File: config.mk
export PLATFORM = sky130hd
export DESIGN_NAME = tdm_frame_reader
export DESIGN_NICKNAME = d
export VERILOG_FILES = /design/src/rtl/tdm_rd_pkg.sv /design/src/rtl/tdm_in_sync.sv /design/src/rtl/tdm_sclk_div.sv /design/src/rtl/tdm_resync.sv /design/src/rtl/tdm_shift_ctrl.sv /design/src/rtl/tdm_frame_reader.sv
export SDC_FILE = /design/constraint.sdc
export NUM_CORES = 1
export LEC_CHECK = 0
export BUFFER_PORTS_ARGS = -buffer_cell sky130_fd_sc_hd__clkbuf_2
export CAP_MARGIN = 20
export CORE_AREA = 2 2 102 104
export CTS_CLUSTER_SIZE = 40
export DETAILED_ROUTE_END_ITERATION = 16
export DIE_AREA = 0 0 104 106
export MAX_ROUTING_LAYER = met4
export SLEW_MARGIN = 5
export SYNTH_ARGS = -nofsm -noshare
export SYNTH_HDL_FRONTEND = slang
export SYNTH_SLANG_ARGS = --single-unit
File: constraint.sdc
create_clock -name clk -period 3.55 [get_ports clk]
set_clock_uncertainty 0.05 [all_clocks]
set_input_delay 0.1775 -clock clk [delete_from_list [all_inputs] [get_ports clk]]
set_output_delay 0.1775 -clock clk [all_outputs]
set_load 0.05 [all_outputs]
File: src/rtl/tdm_rd_pkg.sv
package tdm_rd_pkg;
  typedef enum logic [1:0] {
    ST_IDLE = 2'd0,
    ST_RUN  = 2'd1,
    ST_DONE = 2'd2
  } rd_state_t;
endpackage

File: src/rtl/tdm_in_sync.sv
// Two-stage synchroniser for one asynchronous input bit.
module tdm_in_sync #(
  parameter logic INIT = 1'b0
) (
  input  logic clk,
  input  logic rst,
  input  logic d,
  output logic q
);
  logic meta;
  always_ff @(posedge clk) begin
    if (rst) begin
      meta <= INIT;
      q    <= INIT;
    end else begin
      meta <= d;
      q    <= meta;
    end
  end
endmodule

File: src/rtl/tdm_sclk_div.sv
// Half-period timer: tick marks the last system clock of each sclk phase.
module tdm_sclk_div #(
  parameter int DIV_W = 8
) (
  input  logic             clk,
  input  logic             rst,
  input  logic             run,
  input  logic [DIV_W-1:0] half_div,
  output logic             tick
);
  localparam logic [DIV_W-1:0] MIN_HALF = DIV_W'(2);

  logic [DIV_W-1:0] half_eff;
  logic [DIV_W-1:0] cnt;

  assign half_eff = (half_div < MIN_HALF) ? MIN_HALF : half_div;
  assign tick     = run && (cnt == half_eff - 1'b1);

  always_ff @(posedge clk) begin
    if (rst || !run) cnt <= '0;
    else if (tick)   cnt <= '0;
    else             cnt <= cnt + 1'b1;
  end
endmodule

File: src/rtl/tdm_resync.sv
// Drives the active-low resync line low for a programmed number of cycles.
module tdm_resync #(
  parameter int LEN_W = 16
) (
  input  logic             clk,
  input  logic             rst,
  input  logic             req,
  input  logic [LEN_W-1:0] len,
  output logic             sync_n
);
  logic [LEN_W-1:0] remain;

  always_ff @(posedge clk) begin
    if (rst) begin
      remain <= '0;
      sync_n <= 1'b1;
    end else if (req) begin
      remain <= (len == '0) ? LEN_W'(1) : len;
      sync_n <= 1'b0;
    end else if (remain > LEN_W'(1)) begin
      remain <= remain - 1'b1;
    end else if (remain == LEN_W'(1)) begin
      remain <= '0;
      sync_n <= 1'b1;
    end
  end
endmodule

File: src/rtl/tdm_shift_ctrl.sv
// Edge detection, sclk generation, shifting and channel framing.
module tdm_shift_ctrl
  import tdm_rd_pkg::*;
#(
  parameter int NUM_CH = 8,
  parameter int WORD_W = 24,
  localparam int CH_W  = $clog2(NUM_CH),
  localparam int BIT_W = $clog2(WORD_W)
) (
  input  logic              clk,
  input  logic              rst,
  input  logic              abort,
  input  logic              drdy_s,
  input  logic              dat_s,
  input  logic              tick,
  output logic              run,
  output logic              sclk,
  output logic [WORD_W-1:0] word_data,
  output logic [CH_W-1:0]   word_ch,
  output logic              word_valid,
  output logic              frame_done,
  output logic              overrun,
  output logic              busy
);
  localparam logic [BIT_W-1:0] LAST_BIT = BIT_W'(WORD_W - 1);
  localparam logic [CH_W-1:0]  LAST_CH  = CH_W'(NUM_CH - 1);

  rd_state_t         state;
  logic              drdy_d;
  logic              fall;
  logic [WORD_W-1:0] shreg;
  logic [BIT_W-1:0]  bit_idx;
  logic [CH_W-1:0]   ch_idx;

  assign fall = drdy_d && !drdy_s;
  assign run  = (state == ST_RUN);
  assign busy = (state != ST_IDLE);

  always_ff @(posedge clk) begin
    if (rst) begin
      state      <= ST_IDLE;
      drdy_d     <= 1'b1;
      sclk       <= 1'b0;
      shreg      <= '0;
      bit_idx    <= '0;
      ch_idx     <= '0;
      word_data  <= '0;
      word_ch    <= '0;
      word_valid <= 1'b0;
      frame_done <= 1'b0;
      overrun    <= 1'b0;
    end else begin
      drdy_d     <= drdy_s;
      word_valid <= 1'b0;
      frame_done <= 1'b0;
      if (abort) begin
        state   <= ST_IDLE;
        sclk    <= 1'b0;
        overrun <= 1'b0;
      end else begin
        if (fall && state != ST_IDLE) overrun <= 1'b1;
        case (state)
          ST_IDLE: begin
            if (fall) begin
              state   <= ST_RUN;
              sclk    <= 1'b0;
              bit_idx <= '0;
              ch_idx  <= '0;
            end
          end
          ST_RUN: begin
            if (tick) begin
              if (!sclk) begin
                sclk <= 1'b1;
              end else begin
                // synchronised data lags two cycles: it still shows the
                // value the line held during the high phase
                sclk  <= 1'b0;
                shreg <= {shreg[WORD_W-2:0], dat_s};
                if (bit_idx == LAST_BIT) begin
                  bit_idx    <= '0;
                  word_data  <= {shreg[WORD_W-2:0], dat_s};
                  word_ch    <= ch_idx;
                  word_valid <= 1'b1;
                  ch_idx     <= ch_idx + 1'b1;
                  if (ch_idx == LAST_CH) state <= ST_DONE;
                end else begin
                  bit_idx <= bit_idx + 1'b1;
                end
              end
            end
          end
          ST_DONE: begin
            frame_done <= 1'b1;
            state      <= ST_IDLE;
          end
          default: state <= ST_IDLE;
        endcase
      end
    end
  end
endmodule

File: src/rtl/tdm_frame_reader.sv
module tdm_frame_reader #(
  parameter int NUM_CH = 8,
  parameter int WORD_W = 24,
  parameter int DIV_W  = 8,
  parameter int RS_W   = 16,
  localparam int CH_W  = $clog2(NUM_CH)
) (
  input  logic              clk,
  input  logic              rst,
  input  logic [DIV_W-1:0]  half_div,
  input  logic              resync_req,
  input  logic [RS_W-1:0]   resync_len,
  input  logic              drdy_n,
  input  logic              adc_data,
  output logic              sclk,
  output logic              sync_n,
  output logic [WORD_W-1:0] word_data,
  output logic [CH_W-1:0]   word_ch,
  output logic              word_valid,
  output logic              frame_done,
  output logic              overrun,
  output logic              busy
);
  logic drdy_s;
  logic dat_s;
  logic tick;
  logic run;
  logic abort;

  assign abort = resync_req || !sync_n;

  tdm_in_sync #(.INIT(1'b1)) drdy_sync_i (
    .clk(clk), .rst(rst), .d(drdy_n), .q(drdy_s)
  );

  tdm_in_sync #(.INIT(1'b0)) data_sync_i (
    .clk(clk), .rst(rst), .d(adc_data), .q(dat_s)
  );

  tdm_sclk_div #(.DIV_W(DIV_W)) div_i (
    .clk(clk), .rst(rst), .run(run), .half_div(half_div), .tick(tick)
  );

  tdm_resync #(.LEN_W(RS_W)) resync_i (
    .clk(clk), .rst(rst), .req(resync_req), .len(resync_len), .sync_n(sync_n)
  );

  tdm_shift_ctrl #(.NUM_CH(NUM_CH), .WORD_W(WORD_W)) ctrl_i (
    .clk(clk), .rst(rst), .abort(abort), .drdy_s(drdy_s), .dat_s(dat_s),
    .tick(tick), .run(run), .sclk(sclk), .word_data(word_data),
    .word_ch(word_ch), .word_valid(word_valid), .frame_done(frame_done),
    .overrun(overrun), .busy(busy)
  );
endmodule

* Word level (Yosys, flattened, before mapping)
Index checks and enable logic that the tools add are counted.
** Operators by class
- Add/sub/neg operators :: 5
- Reduce and logical (&&, ||, !) cells :: 24
- Magnitude comparators :: 2
- Mux-type cells :: 30
- Bitwise gates (word level) :: 4
- Equal/unequal tests :: 12
** Operators by type and width (number)
- $mux W16 :: 4
- $mux W5 :: 4
- $eq A16 B1 Y1 const B :: 1
- $gt A16 B1 Y1 const B :: 1
- $logic_not A16 Y1 :: 1
- $sub A16 B1 Y16 const B :: 1
- $reduce_and A5 Y1 :: 3
- $mux W3 :: 4
- $mux W2 :: 5
- $ne A2 B1 Y1 const B :: 5
- $pmux W5 S2 :: 1
- $add A8 B1 Y8 const B :: 1
- $eq A8 B8 Y1 :: 1
- $lt A8 B2 Y1 const B :: 1
- $mux W1 :: 8
- $mux W8 :: 1
- $sub A8 B1 Y8 const B :: 1
- $pmux W3 S2 :: 1
- $reduce_and A6 Y1 :: 1
- $reduce_bool A2 Y1 :: 3
- $add A5 B1 Y5 const B :: 1
- $eq A5 B5 Y1 const B :: 1
- $reduce_or A5 Y1 :: 1
- $not A1 Y1 :: 4
- other kinds (16) :: 22
** Word-level totals
- Flip-flop bits (word level) :: 94
- Input port bits :: 29
- Logic and storage cells :: 95
- Output and inout port bits :: 33

* Longest topological paths before layout
- Depth after elaboration :: 7
- Mapped depth :: 11

* Modules after synthesis
A second synthesis with hierarchy kept.
** Second synthesis, totals
- Cell total of the unflattened synthesis :: 518
- Area, all modules :: 4309.1 um^2
** Modules (own cells, without submodules)
- tdm_shift_ctrl :: cells an instance 294, seq. area each 1301.2 um^2, area each 2429.8 um^2, instances 1
- tdm_resync :: cells an instance 125, seq. area each 340.3 um^2, area each 1051.0 um^2, instances 1
- tdm_sclk_div :: cells an instance 90, seq. area each 160.2 um^2, area each 716.9 um^2, instances 1
- tdm_in_sync :: cells an instance 4, seq. area each 40.0 um^2, area each 52.6 um^2, instances 2
- tdm_frame_reader :: cells an instance 1, seq. area each 0.0 um^2, area each 6.3 um^2, instances 1

* Worst setup path before layout
No wires, ideal clock.
- Path type :: in2reg
- From :: input half_div[5]
- To :: register ctrl_i.word_ch[1]
- Required time :: 3428 ps
- Path slack :: 673 ps
- Arrival time :: 2756 ps
- Cell stages on the path :: 10
- Cell sequence :: or4_4 > o41ai_2 > ha_1 > xnor2_1 > nor3_1 > nand4_1 > nor3_1 > buf_4 > buf_4 > mux2i_1
** On the way
- Word-level cells in the longest chain between the ends :: 6
** Ends and longest elaborated chain
- from (decl) :: RTL line tdm_frame_reader.sv:10 : input logic [DIV_W-1:0] half_div,
- $lt A8 B2 Y1 :: RTL line tdm_sclk_div.sv:16 : assign half_eff = (half_div < MIN_HALF) ? MIN_HALF : half_div;
- $mux W8 * :: RTL line tdm_sclk_div.sv:16
- $sub A8 B1 Y8 * :: RTL line tdm_sclk_div.sv:17 : assign tick = run && (cnt == half_eff - 1'b1);
- $eq A8 B8 Y1 * :: RTL line tdm_sclk_div.sv:17
- $logic_and A1 B1 Y1 * :: RTL line tdm_sclk_div.sv:17
- $reduce_and A5 Y1 (no line) *
- to (signal assigned) :: RTL line tdm_shift_ctrl.sv:83 : word_ch <= ch_idx;
- to (decl) :: RTL line tdm_shift_ctrl.sv:19 : output logic [CH_W-1:0] word_ch,
Every way passes the cells marked *; elsewhere a longest branch is shown, timed or not.
A chain may end at the register's enable or synchronous reset.

* Worst setup path after layout
- From :: input half_div[4]
- To :: register ctrl_i.word_data[22]
** On the way
- Word-level cells in the longest chain between the ends :: 6
** Ends and longest elaborated chain
- $lt A8 B2 Y1 :: RTL line tdm_sclk_div.sv:16
- $mux W8 * :: RTL line tdm_sclk_div.sv:16
- $sub A8 B1 Y8 * :: RTL line tdm_sclk_div.sv:17
- $eq A8 B8 Y1 * :: RTL line tdm_sclk_div.sv:17
- $logic_and A1 B1 Y1 * :: RTL line tdm_sclk_div.sv:17
- $reduce_and A5 Y1 (no line) *
- to (signal assigned) :: RTL line tdm_shift_ctrl.sv:82 : word_data <= {shreg[WORD_W-2:0], dat_s};
- to (decl) :: RTL line tdm_shift_ctrl.sv:18 : output logic [WORD_W-1:0] word_data,
Marks and branches as above.

==> results.yml <==
yosys:
  synth_nets: 557
  async_reset_ff_share_pct: 0
  synth_warnings: 0
  yosysTopAreaCell: "dfxtp_1"
  synth_edf_count: 0
  syn_area_per_cell_um2: 8.39
  synth_cell_types: 56
  seq_area_frac_synth_pct: 43.0
  ys.flop_type: "dfxtp_1"
  synth_area_um2: 4370
  netlist_instances: 521
  synth_top_area_share_pct: 43.0
  synth.area.top_cells: "dfxtp_1 (43%), mux2i_1 (6.6%), nand2_1 (6.4%), a21oi_1 (4.1%), nand3_1 (3.9%)"
  synth-seq-cells: 94
timing:
  rsz0062_at_grt: "false"
  fmax_mhz: 346
  maxSlewHeadroom_pct: 58.0
  tns_ns: 0
  post-route-period-util_pct: 81.4
  fin_ws_ns: 0.662
  timing.final.crit_period_ns: 2.89
  finalHoldViolations: 0
  finalSetupViolCount: 0
  worst_pin_slew_ns: 0.627
  hold_ws_ns: 0.0162
  drv_slew: 0
critical_path:
  worstSetupPathType: "input port to flop"
  startpoint_type: "input port"
  cp-end-kind: "flop"
  crit_chain: "clkbuf_2 > or4_4 > nor3_1 > nor2_1 > ha_1 > or3_1 > a31oi_1 > o2111ai_2 > nor3_2 > buf_12 > mux2i_1"
  critPathSlowestCell: "or4_4"
  critPathArrivalTime_ns: 3.12
  critical-path-max-stage-delay_ns: 0.55
  critPathBufInv: 2
  crit_family: "simple AND/OR/NAND/NOR gates"
  critPathMaxFanout: 27
  required_ns: 3.79
  r2r_slack_ns: 1.04
place:
  place_congestion: 0.885
  dpl.hpwl_um: 6640
  placedInstanceArea_um2: 4790
  dp_slack_ns: 0.311
  io_buffers: 61
routing:
  wl_per_cell_um: 13.7
  routed_wirelength_um: 9760
  drtIter0Drc: 161
  drc: 0
  vias: 3888
  drt_first_pass_iters: 6
  avgViaCountPerCell: 5.44
  ant_nets: 0
power_and_ir_drop:
  p_sw_share_pct: 28.4
  power_density_nw_per_um2: 398
  clockPowerShare_pct: 34.9
  p_int_mw: 1.43
  share_comb_of_total_power_pct: 10.5
  seq_power_share_pct: 54.6
  ir_drop_v: 0.000188
  p_sw_mw: 0.569
  p_leak_nw: 1.83
floorplan:
  design.core.area_um2: 10000
  die_w_um: 104
  io_pins: 62
  start_util_pct: 43.7
  chipHeight_um: 106
  dieArea_um2: 11000
  core.rowCount: 37
global_route:
  antenna_found_initial: 0
  grt_pass1_vias: 3600
  overflow: 0
  grt_usage_pct: 18.4
  grt_pass1_wl_um: 16700
  grt_max_degree: 60
clock_network:
  ctsResizeCount: 0
  cts.reportedPaths.clkPinSlew_ns: 0.10
  root_buffer: "clkbuf_8"
  cts.sinks: 94
  clk_path_buf_depth: 2
  numCtsBuffers: 9
  cts_tree: "yes"
  h-tree-depth: 3
  clk_latency_ns: 0.36
finish:
  design_area_um2: 5030
  post-route-util_pct: 50.3
  synthToLayoutAreaGrowth_pct: 15.1
  nets: 610
  n_antenna_cell: 0
  nFillCells: 974
  drive_gt1_share_pct: 16.9
job:
  maxCapViolCount: 0
status:
  status: "finished, final reports clean"
worst_hold_path:
  hp-class: "input port to flop"
routing by layer:
metal	GRT usage (%)	up-vias	part of all wire, %
met3	3.43	10	4.1
met2	30.0	93	46
met4	5.60	0	1.1
met1	23.5	1829	49
li1	-	1956	-
met5	-	-	0
state kept, by name, indices dropped and copies added (netlist names), 2 cells and up:
signal	count
ctrl_i.bit_idx	5
ctrl_i.ch_idx	3
ctrl_i.shreg	23
ctrl_i.state	2
ctrl_i.word_ch	3
ctrl_i.word_data	24
div_i.cnt	8
resync_i.remain	16
cell usage in the layout, fill, tap and decap left out, drive strengths merged, types with 14 or more instances in the layout:
cell,instances
a21oi,36
nor2,34
o21ai,37
nand3,34
nand2,74
dfxtp,94
nor3,16
mux2i,29
inv,14
clkbuf,70
path summary, 6_finish.rpt:
kind	from	to	cells after the start
max	half_div[4]	ctrl_i.word_data[22]	11
max reg2reg	resync_i.remain[8]	resync_i.remain[13]	7
min	resync_len[11]	resync_i.remain[11]	3
min reg2reg	drdy_sync_i.meta	drdy_sync_i.q	1
final cells by class:
class,count,area (um2),share of cell area (%)
repair buffers,75,433,8.61
inverters,11,41.3,0.821
clock buffers,9,124,2.46
flip-flops and latches,94,1880,37.4
multi-input cells,383,2300,45.8
well taps,136,170,3.38
clock inverters,7,75.1,1.49
power by group through the flow:
stage / Sequential (mW) / Clock, mW / Combinational (mW)
global route: 1.10 / 0.768 / 0.235
floorplan: 1.12 / 0 / 0.145
CTS: 1.09 / 0.721 / 0.209
detailed placement: 1.12 / 0 / 0.205
finish: 1.09 / 0.698 / 0.210
global placement: 1.12 / 0 / 0.203
synthesized netlist by cell type, types with 6 or more instances:
cell type  number
nor2_1         34
nand3_1        34
a21oi_1        36
or3_1           6
ha_1            7
o21ai_1         7
xnor2_1         9
nor4_1         12
clkbuf_1       23
mux2i_1        29
o21ai_0        30
nor2b_1         8
nand2_1        74
and3_1          9
dfxtp_1        94
inv_1          11
xor2_1         10
nor3_1         16
kinds of logic (layout without fill, tap and decap cells):
| group | Yosys count | in the layout | synth area share, % |
|---|---|---|---|
| flip-flops | 94 | 94 | 43.0 |
| buffers and inverters | 44 | 102 | 4.35 |
| adder cells (fa/ha/maj) | 7 | 7 | 2.00 |
| AND/OR/NAND/NOR | 214 | 214 | 23.6 |
| multiplexers | 30 | 30 | 6.90 |
| AO/OA/AOI/OAI | 113 | 113 | 16.3 |
| XOR/XNOR | 19 | 19 | 3.81 |
worst reg2reg max path: stages, from the launching register on:
cell and delay [ns]:
dfxtp_1 0.36, or3_1 0.47, or4_1 0.60, o21bai_1 0.18, buf_4 0.21, o21bai_1 0.12, a222oi_1 0.33, nor2_1 0.07
per-stage QoR:
step / instances / power [mW]
final: 715 / 2.00
after global routing: 715 / 2.10
after detailed placement: 695 / 1.32
after CTS: 715 / 2.02
after global placement: 695 / 1.32
after floorplan: 521 / 1.26
repair_timing:
action / CTS / global route
hold endpoints to repair: 4 / 0
hold buffers: 4 / 0
buffers inserted: 0 / 0
Note: power is estimated with default switching activity, not from simulation.
